===== src/rtl/mdio_ctrl_pkg.sv =====
package mdio_ctrl_pkg;

   localparam int DATA_W = 16;
   localparam int ADDR_W = 5;

   // register select codes
   localparam logic [1:0] SEL_CMD   = 2'd0;
   localparam logic [1:0] SEL_RDATA = 2'd1;
   localparam logic [1:0] SEL_WDATA = 2'd2;

   // command word layout
   localparam int CMD_RD_BIT  = 13;
   localparam int CMD_WR_BIT  = 14;
   localparam int CMD_PHY_LSB = 8;
   localparam int CMD_REG_LSB = 0;

   typedef struct packed {
      logic              is_read;
      logic [ADDR_W-1:0] phy;
      logic [ADDR_W-1:0] regad;
      logic [DATA_W-1:0] data;
   } mdio_req_t;

endpackage


===== src/rtl/mdio_ctrl_clkgen.sv =====
module mdio_ctrl_clkgen #(
   parameter int CLK_DIV = 40
) (
   input  logic clk,
   input  logic rst_n,
   input  logic run,
   output logic mdc,
   output logic rise_stb,
   output logic fall_stb
);
   localparam int HALF = CLK_DIV / 2;

   generate
      if (HALF == 1) begin : g_toggle
         logic mdc_q;
         always_ff @(posedge clk or negedge rst_n) begin
            if (!rst_n)      mdc_q <= 1'b0;
            else if (!run)   mdc_q <= 1'b0;
            else             mdc_q <= ~mdc_q;
         end
         assign mdc      = mdc_q;
         assign rise_stb = run && !mdc_q;
         assign fall_stb = run && mdc_q;
      end else begin : g_count
         localparam int CNT_W = $clog2(HALF);
         localparam logic [CNT_W-1:0] CNT_LAST = CNT_W'(HALF - 1);
         logic [CNT_W-1:0] cnt_q;
         logic             mdc_q;
         always_ff @(posedge clk or negedge rst_n) begin
            if (!rst_n) begin
               cnt_q <= '0;
               mdc_q <= 1'b0;
            end else if (!run) begin
               cnt_q <= '0;
               mdc_q <= 1'b0;
            end else if (cnt_q == CNT_LAST) begin
               cnt_q <= '0;
               mdc_q <= ~mdc_q;
            end else begin
               cnt_q <= cnt_q + 1'b1;
            end
         end
         assign mdc      = mdc_q;
         assign rise_stb = run && (cnt_q == CNT_LAST) && !mdc_q;
         assign fall_stb = run && (cnt_q == CNT_LAST) && mdc_q;
      end
   endgenerate

   // serial clock parks low whenever no frame runs
   p_mdc_idle_r7: assert property (@(posedge clk) disable iff (!rst_n)
      !run |-> !mdc);

endmodule


===== src/rtl/mdio_ctrl_frame.sv =====
module mdio_ctrl_frame
   import mdio_ctrl_pkg::*;
#(
   parameter int PREAMBLE_BITS = 32,
   parameter int CLK_DIV       = 40
) (
   input  logic              clk,
   input  logic              rst_n,
   input  logic              launch,
   input  mdio_req_t         launch_req,
   input  logic              rise_stb,
   input  logic              fall_stb,
   input  logic              mdio_i,
   output logic              run,
   output logic              done,
   output logic [DATA_W-1:0] rd_word,
   output logic              mdio_o,
   output logic              mdio_oe
);
   localparam int FRAME_BITS = PREAMBLE_BITS + 4 + 2*ADDR_W + 2 + DATA_W;
   localparam int IDX_W      = $clog2(FRAME_BITS);
   localparam logic [IDX_W-1:0] IDX_TOP  = IDX_W'(FRAME_BITS - 1);
   localparam logic [IDX_W-1:0] IDX_TA   = IDX_W'(DATA_W + 1);
   localparam logic [IDX_W-1:0] IDX_DATA = IDX_W'(DATA_W);
   localparam int XFER_CYC = FRAME_BITS * CLK_DIV;
   localparam int CYC_W    = $clog2(XFER_CYC + 1);

   logic                  run_q;
   mdio_req_t             req_q;
   logic [IDX_W-1:0]      left_q;
   logic [DATA_W-1:0]     shreg_q;
   logic [FRAME_BITS-1:0] frame_w;

   always_comb begin
      frame_w = {{PREAMBLE_BITS{1'b1}}, 2'b01,
                 (req_q.is_read ? 2'b10 : 2'b01),
                 req_q.phy, req_q.regad, 2'b10, req_q.data};
   end

   assign run     = run_q;
   assign done    = run_q && fall_stb && (left_q == '0);
   assign rd_word = shreg_q;
   assign mdio_o  = run_q ? frame_w[left_q] : 1'b1;
   assign mdio_oe = run_q && (!req_q.is_read || (left_q > IDX_TA));

   always_ff @(posedge clk or negedge rst_n) begin
      if (!rst_n) begin
         run_q   <= 1'b0;
         req_q   <= '0;
         left_q  <= '0;
         shreg_q <= '0;
      end else if (launch) begin
         run_q  <= 1'b1;
         req_q  <= launch_req;
         left_q <= IDX_TOP;
      end else if (run_q) begin
         if (rise_stb && req_q.is_read && (left_q < IDX_DATA))
            shreg_q <= {shreg_q[DATA_W-2:0], mdio_i};
         if (fall_stb) begin
            if (left_q == '0) run_q  <= 1'b0;
            else              left_q <= left_q - 1'b1;
         end
      end
   end

   // cycle counter used only to check the transfer length
   logic [CYC_W-1:0] cyc_q;
   always_ff @(posedge clk or negedge rst_n) begin
      if (!rst_n)       cyc_q <= '0;
      else if (launch)  cyc_q <= '0;
      else if (run_q)   cyc_q <= cyc_q + 1'b1;
   end

   // frame ends a fixed number of cycles after launch
   p_done_len_r3: assert property (@(posedge clk) disable iff (!rst_n)
      done |-> (cyc_q == CYC_W'(XFER_CYC - 1)));

endmodule


===== src/rtl/mdio_ctrl_regs.sv =====
module mdio_ctrl_regs
   import mdio_ctrl_pkg::*;
(
   input  logic              clk,
   input  logic              rst_n,
   input  logic              wr_en,
   input  logic [1:0]        sel,
   input  logic [DATA_W-1:0] wdata,
   input  logic              xfer_done,
   input  logic [DATA_W-1:0] xfer_rdata,
   output logic              launch,
   output mdio_req_t         launch_req,
   output logic [DATA_W-1:0] rdata,
   output logic              busy
);
   logic              rd_busy_q, wr_busy_q;
   logic [ADDR_W-1:0] phy_q, reg_q;
   logic [DATA_W-1:0] wdat_q, rres_q;
   logic              cmd_acc, want_rd, want_wr;

   assign busy    = rd_busy_q | wr_busy_q;
   assign want_rd = wdata[CMD_RD_BIT];
   assign want_wr = wdata[CMD_WR_BIT];
   assign cmd_acc = wr_en && (sel == SEL_CMD) && !busy;
   assign launch  = cmd_acc && (want_rd || want_wr);

   always_comb begin
      launch_req.is_read = want_rd;
      launch_req.phy     = wdata[CMD_PHY_LSB +: ADDR_W];
      launch_req.regad   = wdata[CMD_REG_LSB +: ADDR_W];
      launch_req.data    = wdat_q;
   end

   always_ff @(posedge clk or negedge rst_n) begin
      if (!rst_n) begin
         rd_busy_q <= 1'b0;
         wr_busy_q <= 1'b0;
         phy_q     <= '0;
         reg_q     <= '0;
         rres_q    <= '0;
      end else if (cmd_acc) begin
         phy_q     <= wdata[CMD_PHY_LSB +: ADDR_W];
         reg_q     <= wdata[CMD_REG_LSB +: ADDR_W];
         rd_busy_q <= want_rd;
         wr_busy_q <= want_wr && !want_rd;
      end else if (xfer_done) begin
         if (rd_busy_q) rres_q <= xfer_rdata;
         rd_busy_q <= 1'b0;
         wr_busy_q <= 1'b0;
      end
   end

   always_ff @(posedge clk or negedge rst_n) begin
      if (!rst_n)                              wdat_q <= '0;
      else if (wr_en && (sel == SEL_WDATA))    wdat_q <= wdata;
   end

   always_comb begin
      rdata = '0;
      case (sel)
         SEL_CMD: begin
            rdata[CMD_RD_BIT]                = rd_busy_q;
            rdata[CMD_WR_BIT]                = wr_busy_q;
            rdata[CMD_PHY_LSB +: ADDR_W]     = phy_q;
            rdata[CMD_REG_LSB +: ADDR_W]     = reg_q;
         end
         SEL_RDATA: rdata = rres_q;
         SEL_WDATA: rdata = wdat_q;
         default:   rdata = '0;
      endcase
   end

   // at most one start bit is ever set
   p_one_start_r2: assert property (@(posedge clk) disable iff (!rst_n)
      $onehot0({rd_busy_q, wr_busy_q}));

   // a command during a busy transfer leaves the fields alone
   p_fields_hold_r8: assert property (@(posedge clk) disable iff (!rst_n)
      (busy && wr_en && (sel == SEL_CMD)) |=> ($stable(phy_q) && $stable(reg_q)));

   // the read result only moves when a read finishes
   p_rdata_update_r6: assert property (@(posedge clk) disable iff (!rst_n)
      !$stable(rres_q) |-> $fell(rd_busy_q));

endmodule


===== src/rtl/mdio_cmd_ctrl.sv =====
module mdio_cmd_ctrl
   import mdio_ctrl_pkg::*;
#(
   parameter int CLK_DIV       = 40,
   parameter int PREAMBLE_BITS = 32
) (
   input  logic        clk,
   input  logic        rst_n,
   input  logic        reg_wr,
   input  logic [1:0]  reg_sel,
   input  logic [15:0] reg_wdata,
   output logic [15:0] reg_rdata,
   output logic        mdc,
   output logic        mdio_o,
   output logic        mdio_oe,
   input  logic        mdio_i
);
   generate
      if (CLK_DIV < 2 || (CLK_DIV % 2) != 0) begin : g_bad_div
         $error("CLK_DIV must be even and at least 2");
      end
      if (PREAMBLE_BITS < 1) begin : g_bad_pre
         $error("PREAMBLE_BITS must be at least 1");
      end
      if (DATA_W != 16) begin : g_bad_width
         $error("register width must be 16");
      end
   endgenerate

   logic              launch, busy, run, done, rise_stb, fall_stb;
   mdio_req_t         launch_req;
   logic [DATA_W-1:0] rd_word;

   mdio_ctrl_regs u_regs (
      .clk        (clk),
      .rst_n      (rst_n),
      .wr_en      (reg_wr),
      .sel        (reg_sel),
      .wdata      (reg_wdata),
      .xfer_done  (done),
      .xfer_rdata (rd_word),
      .launch     (launch),
      .launch_req (launch_req),
      .rdata      (reg_rdata),
      .busy       (busy)
   );

   mdio_ctrl_clkgen #(.CLK_DIV(CLK_DIV)) u_clkgen (
      .clk      (clk),
      .rst_n    (rst_n),
      .run      (run),
      .mdc      (mdc),
      .rise_stb (rise_stb),
      .fall_stb (fall_stb)
   );

   mdio_ctrl_frame #(.PREAMBLE_BITS(PREAMBLE_BITS), .CLK_DIV(CLK_DIV)) u_frame (
      .clk        (clk),
      .rst_n      (rst_n),
      .launch     (launch),
      .launch_req (launch_req),
      .rise_stb   (rise_stb),
      .fall_stb   (fall_stb),
      .mdio_i     (mdio_i),
      .run        (run),
      .done       (done),
      .rd_word    (rd_word),
      .mdio_o     (mdio_o),
      .mdio_oe    (mdio_oe)
   );

   // host-visible start bits track the running frame
   p_flag_track_r3: assert property (@(posedge clk) disable iff (!rst_n)
      busy == run);

endmodule


===== config.mk =====
export PLATFORM = sky130hd
export DESIGN_NAME = mdio_cmd_ctrl
export DESIGN_NICKNAME = d
export VERILOG_FILES = /design/src/rtl/mdio_ctrl_pkg.sv /design/src/rtl/mdio_ctrl_clkgen.sv /design/src/rtl/mdio_ctrl_frame.sv /design/src/rtl/mdio_ctrl_regs.sv /design/src/rtl/mdio_cmd_ctrl.sv
export SDC_FILE = /design/constraint.sdc
export NUM_CORES = 1
export LEC_CHECK = 0
export BUFFER_PORTS_ARGS = -buffer_cell sky130_fd_sc_hd__buf_2
export CORE_ASPECT_RATIO = 1.25
export CORE_MARGIN = 4
export CORE_UTILIZATION = 35
export CTS_BUF_LIST = sky130_fd_sc_hd__clkbuf_4 sky130_fd_sc_hd__clkbuf_8
export DETAILED_ROUTE_END_ITERATION = 10
export GPL_ROUTABILITY_DRIVEN = 0
export PLACE_DENSITY = 0.56
export REMOVE_ABC_BUFFERS = 1
export SLEW_MARGIN = 20
export SYNTH_ARGS = -nofsm -noshare
export SYNTH_HDL_FRONTEND = slang
export SYNTH_SLANG_ARGS = --single-unit

===== constraint.sdc =====
create_clock -name clk -period 2.1 [get_ports clk]
set_input_delay 0.105 -clock clk [delete_from_list [all_inputs] [get_ports clk]]
set_output_delay 0.105 -clock clk [all_outputs]
set_load 0.01 [all_outputs]

### After elaboration in Yosys (flattened, before gate mapping)

Index checks and enable logic that the tools add are counted.

| operators by class | value |
|---|---|
| $add $sub $neg | 2 |
| $lt $le $gt $ge | 3 |
| equality and inequality tests | 5 |
| multiplexer cells | 23 |
| bitwise gates (word level) | 4 |
| reduce and logical (&&, ||, !) cells | 27 |

Operator list:

| operator | count |
|---|---|
| 6-bit two-way mux | 4 |
| 7-bit one-hot mux with 3 select lines | 1 |
| 5-bit one-hot mux with 3 select lines | 1 |
| 1-bit logical AND | 13 |
| 1-bit two-way mux | 11 |
| 5-bit two-way mux | 2 |
| 3-bit AND reduction | 3 |
| 6-bit by 7-bit less-than comparator with 1-bit output (second input constant) | 1 |
| 1-bit binary-select mux with 6-bit select | 1 |
| 6-bit by 5-bit greater-than comparator with 1-bit output (second input constant) | 1 |
| 6-bit logical NOT | 1 |
| 6-bit by 5-bit less-than comparator with 1-bit output (second input constant) | 1 |
| 3-bit one-hot mux with 2 select lines | 1 |
| 2-bit nonzero test | 3 |
| 6-bit by 1-bit subtractor with 6-bit output (second input constant) | 1 |
| 5-bit by 1-bit adder with 5-bit output (second input constant) | 1 |
| 5-bit == test (second input constant) | 1 |
| 1-bit logical NOT | 4 |
| 2-bit != test (second input constant) | 2 |
| 1-bit NOT | 3 |
| 2-bit by 1-bit == test with 1-bit output (second input constant) | 1 |
| 2-bit == test (second input constant) | 1 |
| 2-bit logical NOT | 1 |
| 1-bit logical OR | 2 |
| 3 further kinds | 3 |

| storage, ports and cells | value |
|---|---|
| bits in registers | 100 |
| bits of input ports | 22 |
| output and inout port bits | 19 |
| word-level logic and storage cells | 79 |

### Longest topological paths before layout

| logic depth | value |
|---|---|
| depth in word-level cells | 7 |
| depth in mapped cells | 9 |
| gate-level depth less buffers | 6 |

### Cells and area by module

From an unflattened synthesis, not the netlist that was laid out.

| second synthesis, totals | value |
|---|---|
| cells, all modules | 354 |
| area total of the unflattened synthesis | 4753.3 µm² |

Modules (own cells, without submodules):

| module | times used | cells each | area each (µm²) |
|---|---|---|---|
| mdio_ctrl_frame | 1 | 173 | 2359.8 |
| mdio_ctrl_regs | 1 | 153 | 2087.0 |
| mdio_ctrl_clkgen | 1 | 28 | 306.5 |

### Least setup slack after synthesis

OpenSTA, ideal clock, no wires.

| path | value |
|---|---|
| path kind | reg2reg |
| start | reg u_clkgen.g_count.cnt_q[0] |
| end | reg u_regs.rres_q[10] |
| library setup time | 125 ps |
| data arrival time | 1727 ps |
| required time | 1975 ps |
| slack | 248 ps |
| stages on the path, launching flop included | 8 |
| clock period less this slack | 1852 ps |
| path through | dfrtp_1 > ha_1 > and4bb_4 > and3_1 > buf_4 > nand3_4 > buf_6 > mux2_4 |

| on the way | value |
|---|---|
| cells in the longest elaborated chain, start to end | 6 |

Ends and longest elaborated chain:

| item | RTL line | text |
|---|---|---|
| start: declaration | mdio_ctrl_clkgen.sv:27 | `logic [CNT_W-1:0] cnt_q;` |
| start signal: assignment | mdio_ctrl_clkgen.sv:40 | `cnt_q <= cnt_q + 1'b1;` |
| 5-bit == test | mdio_ctrl_clkgen.sv:45 | `assign fall_stb = run && (cnt_q == CNT_LAST) && mdc_q;` |
| 1-bit logical AND (2 in a row) | mdio_ctrl_clkgen.sv:45 |  |
| 1-bit logical AND (2 in a row) | mdio_ctrl_frame.sv:41 | `assign done = run_q && fall_stb && (left_q == '0);` |
| 3-bit AND reduction (no line) | n/a |  |
| end signal: assignment | mdio_ctrl_regs.sv:47 | `if (rd_busy_q) rres_q <= xfer_rdata;` |
| end: declaration | mdio_ctrl_regs.sv:18 | `logic [DATA_W-1:0] wdat_q, rres_q;` |

Every way passes these cells.
A chain may end at the register's enable or synchronous reset.

### Final worst setup path

| path | value |
|---|---|
| start | reg u_frame.left_q[0] |
| end | out mdio_o |

| on the way | value |
|---|---|
| cells in the longest elaborated chain, start to end | 3 |

Ends and longest elaborated chain:

| item | RTL line | text |
|---|---|---|
| start: declaration | mdio_ctrl_frame.sv:30 | `logic [IDX_W-1:0] left_q;` |
| start signal: assignment | mdio_ctrl_frame.sv:61 | `else left_q <= left_q - 1'b1;` |
| 1-bit binary-select mux with 6-bit select | mdio_ctrl_frame.sv:43 | `assign mdio_o = run_q ? frame_w[left_q] : 1'b1;` |
| 1-bit two-way mux (implied by the code) | mdio_ctrl_frame.sv:43 |  |
| 1-bit two-way mux | mdio_ctrl_frame.sv:43 |  |
| end: declaration | mdio_cmd_ctrl.sv:14 | `output logic mdio_o,` |

Every way passes these cells. The select of a mux whose other input is x is not followed.

==> flow_metrics.tcl <==
set metrics [dict create \
    cts_tree "built" \
    finalSetupViolations 1 \
    slew_headroom_pct 49.7 \
    ios 41 \
    synth-main-ff-cell "dfrtp_1" \
    h-tree-depth 3 \
    drt_iter0_drc 189 \
    period_share_pct 107 \
    outcome "finished, violations left" \
    ant_nets 0 \
    layout_setup_ws_ns -0.144 \
    wl_per_cell_um 15.9 \
    num_vias 3142 \
    yosys.area.top_type_share_pct 54.0 \
    cp-start-kind "register" \
    final_layout_size_suffix_gt1_share_pct 31.4 \
    hp-class "in2reg" \
    yosys.area.top_type "dfrtp_1" \
    fill_cells 1234 \
    p_leak_nw 2.69 \
    synth_cell_types 48 \
    min_period_ns 2.24 \
    cts_made_buffers 9 \
    rsz0062_at_grt "yes" \
    finalHoldViolCount 0 \
    clkTransAtPathRegs_ns 0.10 \
    synth.area.top_cells "dfrtp_1 54%, mux2_2 9.2%, nand2_1 6.9%, mux2_4 6.5%, a222oi_1 2.6%" \
    synthArstFlopShare_pct 100 \
    overflow 0 \
    grt_max_degree 101 \
    final_cells 620 \
    worst_pin_slew_ns 0.752 \
    synth-warning-count 0 \
    skew_ns 0.0119 \
    worstSetupPathType "reg2out" \
    fmax_mhz 446 \
    cts.sinks 100 \
    syn_area_per_cell_um2 11.9 \
    netlist_instances 391 \
    cts_buffer_depth 2 \
    diodes 0 \
    dp_hpwl_um 7080 \
    port_buffers 40 \
    start_util_pct 36.1 \
    drc 0 \
    vias_per_cell 5.07 \
    peakVddDrop_mv 0.397 \
    num_rows 46 \
    die_x_um 111 \
    final_max_slew_viol_count 0 \
    wirelength_um 9860 \
    synth_most_common_cell "dfrtp_1" \
    fin_tns_setup_ns -0.144 \
    design.core.area_um2 12800 \
    dpl_worst_slack_ns 0.163 \
    yosysSeqAreaShare_pct 54.0 \
    worstPathRequired_ns 2.00 \
    critPathMaxFanout 2 \
    fin_util_pct 42.7 \
    ys_ff_latch 100 \
    arrival_ns 2.14 \
    clk_latency_ns 0.37 \
    maxCapViolations 0 \
    dpl.cell_count 585 \
    final_area_um2 5490 \
    die_y_um 137 \
    dr.pass1.iters 6 \
    clockRootBuffer "clkbuf_8" \
    place_area_um2 5040 \
    dieArea_um2 15200 \
    violations "setup timing" \
    area_growth_pct 18.3 \
    synthTopCellsByCount "100 x dfrtp_1, 85 x nand2_1, 38 x mux2_2" \
    synth_area_um2 4640 \
    grt_pass1_vias 3184 \
    worstSetupEndpointType "output pin" \
    finalNetCount 478 \
    synth_edf_count 0 \
    gr-usage-all-layers_pct 13.6 \
    antenna_found_initial 0 \
    grt_pass1_wl_um 16400 \
    power_density_nw_per_um2 834 \
]
## through the flow
stage	hold WS [ns]	power [W]
floorplan	-0.191	0.00294
global placement	0.209	0.00322
detailed placement	0.209	0.00325
CTS	0.0309	0.00464
global route	0.0600	0.00483
finish	0.0525	0.00458
## critical path, stage by stage (launching register included)
cell	delay (ns)
dfrtp_1	0.39
mux4_2	0.53
nand2b_4	0.15
a311o_1	0.26
a311o_1	0.29
buf_2	0.15
## logic make-up after synthesis
group | share of synthesized area (%)
AO/OA/AOI/OAI | 7.77
flip-flops | 54.0
XOR/XNOR | 0.378
adder cells (fa/ha/maj) | 2.16
multiplexers | 18.7
AND/OR/NAND/NOR | 13.5
buffers and inverters | 3.56
## registers in the layout (all words and copies together) (netlist names)
| signal | count |
|---|---|
| u_clkgen.g_count.cnt_q | 5 |
| u_frame.rd_word | 16 |
| u_regs.rd_busy_q | 1 |
| u_regs.reg_q | 5 |
| u_frame.frame_w | 26 |
| u_frame.req_q | 1 |
| u_regs.wdat_q | 16 |
| u_clkgen.mdc | 1 |
| u_regs.phy_q | 5 |
| u_regs.rres_q | 16 |
| u_regs.wr_busy_q | 1 |
| u_frame.run | 1 |
| u_frame.left_q | 6 |
## cell usage in the layout (no fill, tap or decap), types with 5 or more instances in the layout
cell type      count
clkbuf_8          10
buf_2             39
mux2i_1            5
inv_1              6
a222oi_1          12
mux2_2            38
nand3_1            8
o21ai_0            8
nor2b_1            5
nor2_1            16
dfrtp_1           98
nand2_1           85
mux2_4            20
dlygate4sd3_1     17
a22oi_1            5
ha_1               7
buf_4              9
## cell type report
cell class	count	area (um^2)	share of cell area, %
tap	168	210	3.83
multi-input combinational	259	2010	36.6
sequential	100	2500	45.7
inverter	8	30.0	0.547
clock inverter	4	73.8	1.35
timing repair buffer	70	515	9.40
clock buffer	11	145	2.65
## timing repair
item / in CTS / in global routing
gates cloned: 0 / 0
endpoints found under the hold margin: 119 / 0
hold buffers: 17 / 0
setup buffers: 2 / 1
endpoints found under the setup margin: 1 / 18
pin swaps: 1 / 2
gates resized for setup: 5 / 3
## path summary, 6_finish.rpt
path / from / to / slack, ns / cells past startpoint
worst max-delay path: u_frame.left_q[0] / mdio_o / -0.14 / 5
worst min-delay path: reg_wdata[14] / u_regs.wr_busy_q / 0.05 / 3
worst max register to register: u_frame.left_q[0] / u_frame.left_q[3] / 0.20 / 8
worst min register to register: u_clkgen.g_count.cnt_q[0] / u_clkgen.g_count.cnt_q[0] / 0.47 / 1
max in group asynchronous: rst_n / u_frame.left_q[3] / 1.34 / 3
min in group asynchronous: rst_n / u_frame.frame_w[20] / 0.30 / 3
## power breakdown
part           switching [W]  internal, W  total (W)
logic               0.000329     0.000397   0.000726
clock network       0.000638     0.000711    0.00135
registers           0.000252      0.00225    0.00250
## per-layer routing
layer	track usage, %	up-vias	share of wire (%)
li1	-	1498	-
met1	16.3	1582	42
met2	24.1	46	52
met3	2.26	16	2.5
met4	6.43	0	2.5
met5	0	-	0
Power figures use the tool's default switching activity.
